$ cat config.mk
export PLATFORM = sky130hd
export DESIGN_NAME = addr_fault_frame_seq
export DESIGN_NICKNAME = d
export VERILOG_FILES = /design/src/rtl/afs_pkg.sv /design/src/rtl/afs_ctx_capture.sv /design/src/rtl/afs_step_ctr.sv /design/src/rtl/afs_slot_mux.sv /design/src/rtl/addr_fault_frame_seq.sv
export SDC_FILE = /design/constraint.sdc
export NUM_CORES = 1
export LEC_CHECK = 0
export CAP_MARGIN = 20
export CELL_PAD_IN_SITES_DETAIL_PLACEMENT = 1
export CELL_PAD_IN_SITES_GLOBAL_PLACEMENT = 1
export CORE_ASPECT_RATIO = 1.4
export CORE_MARGIN = 5
export CORE_UTILIZATION = 35
export CTS_CLUSTER_DIAMETER = 120
export DETAILED_ROUTE_END_ITERATION = 8
export PLACE_DENSITY = 0.82
export SLEW_MARGIN = 5
export SYNTH_ARGS = -nofsm -noshare
export SYNTH_HDL_FRONTEND = slang
export SYNTH_SLANG_ARGS = --single-unit
export TNS_END_PERCENT = 10
$ cat constraint.sdc
create_clock -name clk -period 3.6 [get_ports clk]
set_clock_uncertainty 0.1 [all_clocks]
set_input_delay 0.9 -clock clk [delete_from_list [all_inputs] [get_ports clk]]
set_output_delay 0.9 -clock clk [all_outputs]
set_load 0.01 [all_outputs]
$ cat src/rtl/afs_pkg.sv
`timescale 1ns/1ps
package afs_pkg;

    localparam int FRAME_WORDS = 7;
    localparam int FRAME_BYTES = 2 * FRAME_WORDS;
    localparam int STEP_W      = $clog2(FRAME_WORDS);

    typedef enum logic [1:0] {
        ST_IDLE,
        ST_WRITE,
        ST_DONE
    } seq_state_e;

    typedef enum logic [2:0] {
        SRC_PC_LO,
        SRC_PC_HI,
        SRC_SR,
        SRC_IR,
        SRC_FA_LO,
        SRC_FA_HI
    } word_src_e;

    typedef struct packed {
        logic [31:0] pc;
        logic [15:0] sr;
        logic [15:0] ir;
        logic [31:0] fault;
    } frame_ctx_t;

    // Byte distance below the entry stack pointer for each bus step.
    function automatic logic [3:0] slot_offset(input logic [STEP_W-1:0] step);
        case (step)
            3'd0:    return 4'd2;
            3'd1:    return 4'd6;
            3'd2:    return 4'd4;
            3'd3:    return 4'd8;
            3'd4:    return 4'd10;
            3'd5:    return 4'd14;
            default: return 4'd12;
        endcase
    endfunction

    function automatic word_src_e slot_source(input logic [STEP_W-1:0] step);
        case (step)
            3'd0:    return SRC_PC_LO;
            3'd1:    return SRC_SR;
            3'd2:    return SRC_PC_HI;
            3'd3:    return SRC_IR;
            3'd4:    return SRC_IR;
            3'd5:    return SRC_FA_LO;
            default: return SRC_FA_HI;
        endcase
    endfunction

    function automatic logic [15:0] pick_word(input frame_ctx_t c, input word_src_e s);
        case (s)
            SRC_PC_LO: return c.pc[15:0];
            SRC_PC_HI: return c.pc[31:16];
            SRC_SR:    return c.sr;
            SRC_IR:    return c.ir;
            SRC_FA_LO: return c.fault[15:0];
            default:   return c.fault[31:16];
        endcase
    endfunction

endpackage

$ cat src/rtl/afs_ctx_capture.sv
`timescale 1ns/1ps
module afs_ctx_capture
    import afs_pkg::*;
#(
    parameter int SP_W = 32
) (
    input  logic            clk,
    input  logic            rst,
    input  logic            load,
    input  frame_ctx_t      ctx_in,
    input  logic [SP_W-1:0] sp_in,
    output frame_ctx_t      ctx_q,
    output logic [SP_W-1:0] sp_q
);

    always_ff @(posedge clk) begin
        if (rst) begin
            ctx_q <= '0;
            sp_q  <= '0;
        end else if (load) begin
            ctx_q <= ctx_in;
            sp_q  <= sp_in;
        end
    end

    // Captured context must not move unless a new frame is loaded.
    AST_CTX_HELD: assert property (@(posedge clk) disable iff (rst)
        !load |=> $stable(ctx_q) && $stable(sp_q));

endmodule

$ cat src/rtl/afs_step_ctr.sv
`timescale 1ns/1ps
module afs_step_ctr
    import afs_pkg::*;
(
    input  logic              clk,
    input  logic              rst,
    input  logic              clr,
    input  logic              inc,
    output logic [STEP_W-1:0] step_q,
    output logic              last
);

    localparam logic [STEP_W-1:0] LAST_STEP = STEP_W'(FRAME_WORDS - 1);

    always_ff @(posedge clk) begin
        if (rst || clr) begin
            step_q <= '0;
        end else if (inc && !last) begin
            step_q <= step_q + 1'b1;
        end
    end

    assign last = (step_q == LAST_STEP);

    AST_STEP_RANGE: assert property (@(posedge clk) disable iff (rst)
        step_q <= LAST_STEP);

endmodule

$ cat src/rtl/afs_slot_mux.sv
`timescale 1ns/1ps
module afs_slot_mux
    import afs_pkg::*;
#(
    parameter int SP_W = 32
) (
    input  logic [STEP_W-1:0] step,
    input  frame_ctx_t        ctx,
    input  logic [SP_W-1:0]   sp,
    output logic [SP_W-1:0]   addr,
    output logic [15:0]       data
);

    always_comb begin
        addr = sp - SP_W'(slot_offset(step));
        data = pick_word(ctx, slot_source(step));
    end

endmodule

$ cat src/rtl/addr_fault_frame_seq.sv
`timescale 1ns/1ps
module addr_fault_frame_seq
    import afs_pkg::*;
#(
    parameter int SP_W = 32
) (
    input  logic            clk,
    input  logic            rst,
    input  logic            start_i,
    input  logic [31:0]     pc_i,
    input  logic [15:0]     sr_i,
    input  logic [15:0]     ir_i,
    input  logic [31:0]     fault_addr_i,
    input  logic [SP_W-1:0] ssp_i,
    input  logic            wr_ack_i,
    output logic            wr_en_o,
    output logic [SP_W-1:0] wr_addr_o,
    output logic [15:0]     wr_data_o,
    output logic [SP_W-1:0] ssp_o,
    output logic            done_o
);

    localparam logic [SP_W-1:0] FRAME_SPAN = SP_W'(FRAME_BYTES);

    seq_state_e        state_q;
    frame_ctx_t        ctx_in;
    frame_ctx_t        ctx_q;
    logic [SP_W-1:0]   sp_q;
    logic [SP_W-1:0]   ssp_q;
    logic [STEP_W-1:0] step_q;
    logic              step_last;
    logic              load;
    logic              accept;
    logic              finish;
    logic [SP_W-1:0]   frame_gap;

    assign ctx_in = '{pc: pc_i, sr: sr_i, ir: ir_i, fault: fault_addr_i};
    assign load   = (state_q == ST_IDLE) && start_i;
    assign accept = (state_q == ST_WRITE) && wr_ack_i;
    assign finish = accept && step_last;

    afs_ctx_capture #(.SP_W(SP_W)) ctx_i (
        .clk    (clk),
        .rst    (rst),
        .load   (load),
        .ctx_in (ctx_in),
        .sp_in  (ssp_i),
        .ctx_q  (ctx_q),
        .sp_q   (sp_q)
    );

    afs_step_ctr ctr_i (
        .clk    (clk),
        .rst    (rst),
        .clr    (load),
        .inc    (accept),
        .step_q (step_q),
        .last   (step_last)
    );

    afs_slot_mux #(.SP_W(SP_W)) mux_i (
        .step (step_q),
        .ctx  (ctx_q),
        .sp   (sp_q),
        .addr (wr_addr_o),
        .data (wr_data_o)
    );

    always_ff @(posedge clk) begin
        if (rst) begin
            state_q <= ST_IDLE;
        end else begin
            case (state_q)
                ST_IDLE:  if (start_i) state_q <= ST_WRITE;
                ST_WRITE: if (finish)  state_q <= ST_DONE;
                default:               state_q <= ST_IDLE;
            endcase
        end
    end

    always_ff @(posedge clk) begin
        if (rst) begin
            ssp_q <= '0;
        end else if (finish) begin
            ssp_q <= sp_q - FRAME_SPAN;
        end
    end

    assign wr_en_o   = (state_q == ST_WRITE);
    assign done_o    = (state_q == ST_DONE);
    assign ssp_o     = ssp_q;
    assign frame_gap = sp_q - wr_addr_o;

    AST_WRITE_HOLD: assert property (@(posedge clk) disable iff (rst)
        wr_en_o && !wr_ack_i |=> wr_en_o && $stable(wr_addr_o) && $stable(wr_data_o));
    AST_DONE_ONE_CYCLE: assert property (@(posedge clk) disable iff (rst)
        done_o |=> !done_o);
    AST_DONE_QUIET_BUS: assert property (@(posedge clk) disable iff (rst)
        done_o |-> !wr_en_o);
    AST_SSP_BELOW_LAST: assert property (@(posedge clk) disable iff (rst)
        done_o |-> ssp_o == $past(wr_addr_o) - SP_W'(2));
    AST_ADDR_IN_FRAME: assert property (@(posedge clk) disable iff (rst)
        wr_en_o |-> frame_gap >= SP_W'(2) && frame_gap <= FRAME_SPAN && !frame_gap[0]);

endmodule

# [Word level (Yosys, flattened, before mapping)]
# Index checks and enable logic that the tools add are counted.
[totals] register_bits=165 inputBits=132 word_cells=42
[classes] n_addsub=3 n_eq_ne=14 mux=6 n_reduce_logical=11
[ops] operator="$pmux W16 S5" count=1
[ops] operator="$sub A32 B4 Y32" count=1
[ops] operator="$sub A32 B4 Y32 const B" count=1
[ops] operator="$pmux W4 S6" count=1
[ops] operator="$pmux W3 S5" count=1
[ops] operator="$eq A3 B2 Y1 const B" count=4
[ops] operator="$eq A3 B3 Y1 const B" count=4
[ops] operator="$eq A3 B1 Y1 const B" count=2
[ops] operator="$logic_not A3 Y1" count=2
[ops] operator="$logic_and A1 B1 Y1" count=4
[ops] operator="$mux W2" count=2
[ops] operator="$pmux W2 S2" count=1
[ops] operator="$add A3 B1 Y3 const B" count=1
[ops] operator="$eq A2 B1 Y1 const B" count=1
[ops] operator="$eq A2 B2 Y1 const B" count=1
[ops] operator="$logic_not A2 Y1" count=1
[ops] operator="$ne A2 B1 Y1 const B" count=1
[ops] operator="$ne A2 B2 Y1 const B" count=1
[ops] operator="$reduce_and A2 Y1" count=1
[ops] operator="$reduce_or A2 Y1" count=1
[ops] operator="$logic_not A1 Y1" count=1
[ops] operator="$logic_or A1 B1 Y1" count=1

# [Logic depth before layout (Yosys ltp)]
[logic_depth] word_depth=5 depth_mapped=10 ltp_nobuf=10

# [Cells and area by module]
# From an unflattened synthesis, not the netlist that was laid out.
[unflattened] hier_cells=870 area_unflattened_um2=8116.5
[by_module_without_submodules] mod="afs_ctx_capture" instances=1 cells_per_inst=412 area_each_um2=4652.0 seq_area_each_um2=2562.5
[by_module_without_submodules] mod="addr_fault_frame_seq" instances=1 cells_per_inst=206 area_each_um2=1735.4 seq_area_each_um2=680.7
[by_module_without_submodules] mod="afs_slot_mux" instances=1 cells_per_inst=235 area_each_um2=1547.7 seq_area_each_um2=0.0
[by_module_without_submodules] mod="afs_step_ctr" instances=1 cells_per_inst=17 area_each_um2=181.4 seq_area_each_um2=60.1

# [Worst setup path before layout]
# No wires, ideal clock.
[synth_path] path_type="reg2out" startpoint="register ctr_i.step_q[2]" endpoint="output wr_addr_o[16]" arrival_time_ns=2.363 t_required_ns=2.600 slack_ns=0.237 stages_incl_launch_ff=11 path_buffers=1 cell_sequence="dfxtp_1 clkbuf_1 inv_1 ha_1 nor2_1 ha_1 a21oi_1 o21a_1 nand4_1 nor3_1 xor2_1"
[synth_via] elab_chain_len=3 elab_cells_between_ends=8 cone_classes="1 x add/sub; 5 x eq/ne; 1 x mux; 1 x reduce/logical"
[synth_lines] item="start, declared" line_no="afs_step_ctr.sv:9" rtl="output logic [STEP_W-1:0] step_q,"
[synth_lines] item="start signal, assigned" line_no="afs_step_ctr.sv:19" rtl="step_q <= step_q + 1'b1;"
[synth_lines] item="$eq A3 B3 Y1, or another cell as far along" line_no="afs_pkg.sv:32" rtl="case (step)"
[synth_lines] item="$pmux W4 S6 *" line_no="afs_pkg.sv:32"
[synth_lines] item="$sub A32 B4 Y32 *" line_no="afs_slot_mux.sv:15" rtl="addr = sp - SP_W'(slot_offset(step));"
[synth_lines] item="end, declared" line_no="addr_fault_frame_seq.sv:17" rtl="output logic [SP_W-1:0] wr_addr_o,"
# Mark *: on every way between the ends. The rest lies on a longest branch, timed or not.

# [Final worst setup path]
[layout_path] startpoint="register ctr_i.step_q[1]" endpoint="output wr_addr_o[15]"
# The elaborated chain is that of the path after synthesis.

==> metrics <==
status=complete, but fails checks; failing checks=negative setup slack; ANT cells=0; Final Hold Viols=0; Critical Path AT=2.85 ns; Post-Synthesis Cells=721; Max Root-Sink Buffers=2; endpoints failing setup=27; Detailed Routing Iterations Pass 1=6; Worst Setup Start Kind=register; Total Routed Length=26900 µm; Gate power share=21.9%; Via-to-Cell Ratio=5.53; I/O pins=214; fraction of layout cells with a size suffix above 1=19.6%; Layout Nets=1109; WL/cell=21.8 µm; crit path kind=register to output port; row count=61; crit path cell chain=buf_6, ha_4, o32a_1, fa_2, nand2b_4, nand3b_1, or2_4, nor2_1, xor2_1, buf_2; Crit Path Max Fanout=5; TritonCTS Buffers=17; CTS Root Cell=clkbuf_16; CTS Hold Bufs=0; Seq pwr share=39.9%; peak supply drop=0.323 mV; Placer Congestion=0.898; Leak=4.29 nW; final instance area=10600 µm²; Sw Share=28.8%; initial detailed-routing violation count=402; element type at the critical path end=output port; Num Clock Sinks=165; first-pass GRT wire length=39900 µm; number of port buffers=213; Slew Viols, Final=0; Final WS setup=-0.248 ns; clock-pin slew on the worst setup and hold paths=0.07 ns; Post-synth EDFFs=0; Yosys cell types=44; vias in the first global route=7142; Die Y=177 µm; max incr delay on CP=0.42 ns; top_reg_cell synth=dfxtp_1; CTS H-tree lvls=4; largest net degree at the start of global routing=119; minimum clock period=3.85 ns; Worst-Skew Late Latency=0.43 ns; die span in x=129 µm; DRC errors left=0; Syn Nets=864; gr ovfl total=0; # Max-Cap Violations=0; CTS tree=yes; Core ar.=19700 µm²; gr usage total=22.8%; RSZ-0062 raised after global routing=true; number of synthesized register bits=165; placed cell areas=9770 µm²; cell at the slowest stage of the critical path=fa_2; Fill cells=2160; P&R area growth vs syn=52.8%; die area=22800 µm²; Ys Warns=0; pre-CTS setup slack=-0.306 ns; post-synthesis sequential area ratio=47.6%; transition time of the tightest slew-check pin=0.588 ns; Vias=6812; Post-Syn Area=6930 µm²; Cell Pwr Density=476 nW/µm²; Fmax achieved=260 MHz; worst min-delay path category=register to register; asr flop ratio synth=0%; clock group share of total power=38.2%; HPWL after DPL=18800 µm; crit share post-route=107%; TNS Setup=-4.07 ns; syn_area_per_cell=9.62 µm²; initial antenna violation count=0; Detail Route Antenna Nets=0; Pint=0.00359 W; starting density of the core=35.2%; NetSw=0.00145 W; relative slew slack=60.8%; CP required=2.60 ns
==> critical path: cells and delay by family (launching register included) <==
kind	cells	cell delay [ns]
XOR/XNOR	1	0.15
adder cells (fa/ha/maj)	2	0.57
buffers and inverters	2	0.28
AO/OA/AOI/OAI	1	0.39
AND/OR/NAND/NOR	4	0.66
flip-flops	1	0.36
==> power groups by stage <==
stage / logic (W) / registers, W / clock network, W
after floorplan: 0.000499 / 0.00202 / 0
after global placement: 0.00104 / 0.00204 / 0
after detailed placement: 0.00106 / 0.00205 / 0
after CTS: 0.00105 / 0.00201 / 0.00196
after global routing: 0.00118 / 0.00202 / 0.00204
final: 0.00111 / 0.00201 / 0.00193
==> per-stage QoR <==
step / hold WS (ns) / utilization (%) / cells / power [W]
floorplan: 0.346 / - / 721 / 0.00252
global placement: 0.344 / 49.6 / 1191 / 0.00308
detailed placement: 0.359 / 49.6 / 1191 / 0.00310
CTS: 0.368 / 53.2 / 1228 / 0.00502
global route: 0.396 / 53.8 / 1231 / 0.00524
finish: 0.364 / 53.8 / 1231 / 0.00504
==> cells in the mapped netlist (all sizes together), types with 2 or more instances <==
| cell type | number | area [µm²] |
|---|---|---|
| or3 | 11 | 73.8 |
| clkbuf | 60 | 225 |
| nor4 | 12 | 75.1 |
| nor2 | 68 | 255 |
| nand2 | 24 | 90.1 |
| a311oi | 7 | 61.3 |
| nand2b | 2 | 12.5 |
| xor2 | 25 | 219 |
| ha | 10 | 125 |
| xnor2 | 25 | 219 |
| buf | 4 | 21.3 |
| a22oi | 32 | 240 |
| and2 | 2 | 12.5 |
| or2 | 3 | 18.8 |
| nand3 | 11 | 55.1 |
| nand4 | 4 | 25.0 |
| a31oi | 16 | 100 |
| nor2b | 2 | 12.5 |
| nor4b | 2 | 17.5 |
| dfxtp | 165 | 3300 |
| inv | 11 | 41.3 |
| a22o | 128 | 1120 |
| or4 | 4 | 37.5 |
| a211oi | 20 | 150 |
| a21oi | 26 | 130 |
| nor3 | 24 | 120 |
| nand3b | 2 | 15.0 |
| o21ai | 10 | 50.1 |
==> final timing paths <==
check        slack, ns                endpoint  cells past startpoint                          from
max              -0.25           wr_addr_o[15]                     10  ctr_i.step_q[1]$_SDFFE_PP0P_
max reg2reg       0.97  ssp_o[30]$_SDFFE_PP0P_                      7   ctx_i.sp_q[18]$_SDFFE_PP0P_
min reg2reg       0.36   ssp_o[2]$_SDFFE_PP0P_                      2         ssp_o[2]$_SDFFE_PP0P_
min               0.36   ssp_o[2]$_SDFFE_PP0P_                      2         ssp_o[2]$_SDFFE_PP0P_
==> flip-flops by register name, indices dropped and copies added (netlist names) <==
register / cells
ctr_i.step_q: 3
ctx_i.ctx_q: 96
ctx_i.sp_q: 32
ssp_o: 32
state_q: 2
==> cell type report <==
cell class                      count  area (µm²)  share of cell area [%]
Clock buffer                       18         429                    4.05
Tap cell                          252         315                    2.98
Clock inverter                     14         186                    1.76
Inverter                           11        41.3                   0.390
Multi-Input combinational cell    481        3660                    34.5
Sequential cell                   165        3310                    31.2
Timing Repair Buffer              290        2660                    25.1
==> cells by family (layout without fill, tap and decap cells) <==
kind of cell | count (synthesis) | after routing | share of synthesized area [%]
buffers and inverters | 75 | 333 | 4.15
AOI/OAI and AO/OA | 244 | 244 | 27.4
xor gates and xnor gates | 50 | 50 | 6.32
adders and majority gates | 11 | 11 | 2.09
muxes | 1 | 1 | 0.144
DFF | 165 | 165 | 47.6
and+or+nand+nor | 175 | 175 | 12.3
==> layer usage <==
| metal | up-vias | track usage [%] | routed length, µm |
|---|---|---|---|
| li1 | 3180 | - | - |
| met1 | 3324 | 24.5 | 9820 |
| met2 | 256 | 41.8 | 14200 |
| met3 | 52 | 6.30 | 2010 |
| met4 | 0 | 8.36 | 839 |
| met5 | - | 0 | 0 |
==> cells in the final DEF, fill, tap and decap left out, types with 4 or more instances in the layout <==
| master | synthesis | layout |
|---|---|---|
| ha_1 | 10 | 5 |
| buf_12 | 0 | 6 |
| nor4_1 | 12 | 11 |
| or3_1 | 10 | 9 |
| inv_1 | 11 | 9 |
| dfxtp_1 | 165 | 163 |
| nand2_1 | 24 | 21 |
| a22oi_1 | 32 | 31 |
| buf_4 | 1 | 65 |
| buf_6 | 0 | 6 |
| inv_6 | 0 | 5 |
| nor2_2 | 0 | 4 |
| nor2_1 | 68 | 61 |
| a311oi_1 | 7 | 7 |
| a21oi_1 | 26 | 24 |
| nor3_4 | 0 | 5 |
| clkdlybuf4s50_1 | 0 | 168 |
| a211oi_1 | 20 | 20 |
| xnor2_1 | 25 | 20 |
| buf_2 | 2 | 25 |
| xnor2_2 | 0 | 5 |
| xor2_1 | 25 | 25 |
| a31oi_1 | 16 | 16 |
| o21ai_0 | 10 | 10 |
| nor3_2 | 0 | 4 |
| clkbuf_16 | 0 | 17 |
| clkbuf_2 | 0 | 4 |
| nor3_1 | 24 | 15 |
| nand3_1 | 11 | 10 |
| dlygate4sd2_1 | 0 | 12 |
| a22o_1 | 127 | 127 |
| ha_4 | 0 | 4 |
| nand4_1 | 4 | 4 |
==> repair_timing <==
item,in CTS,in global routing
buffers inserted,5,3
setup endpoints to repair,46,40
gates resized for setup,149,47
pin swaps,12,13
cloned,0,0
Note: power is estimated with default switching activity, not from simulation.
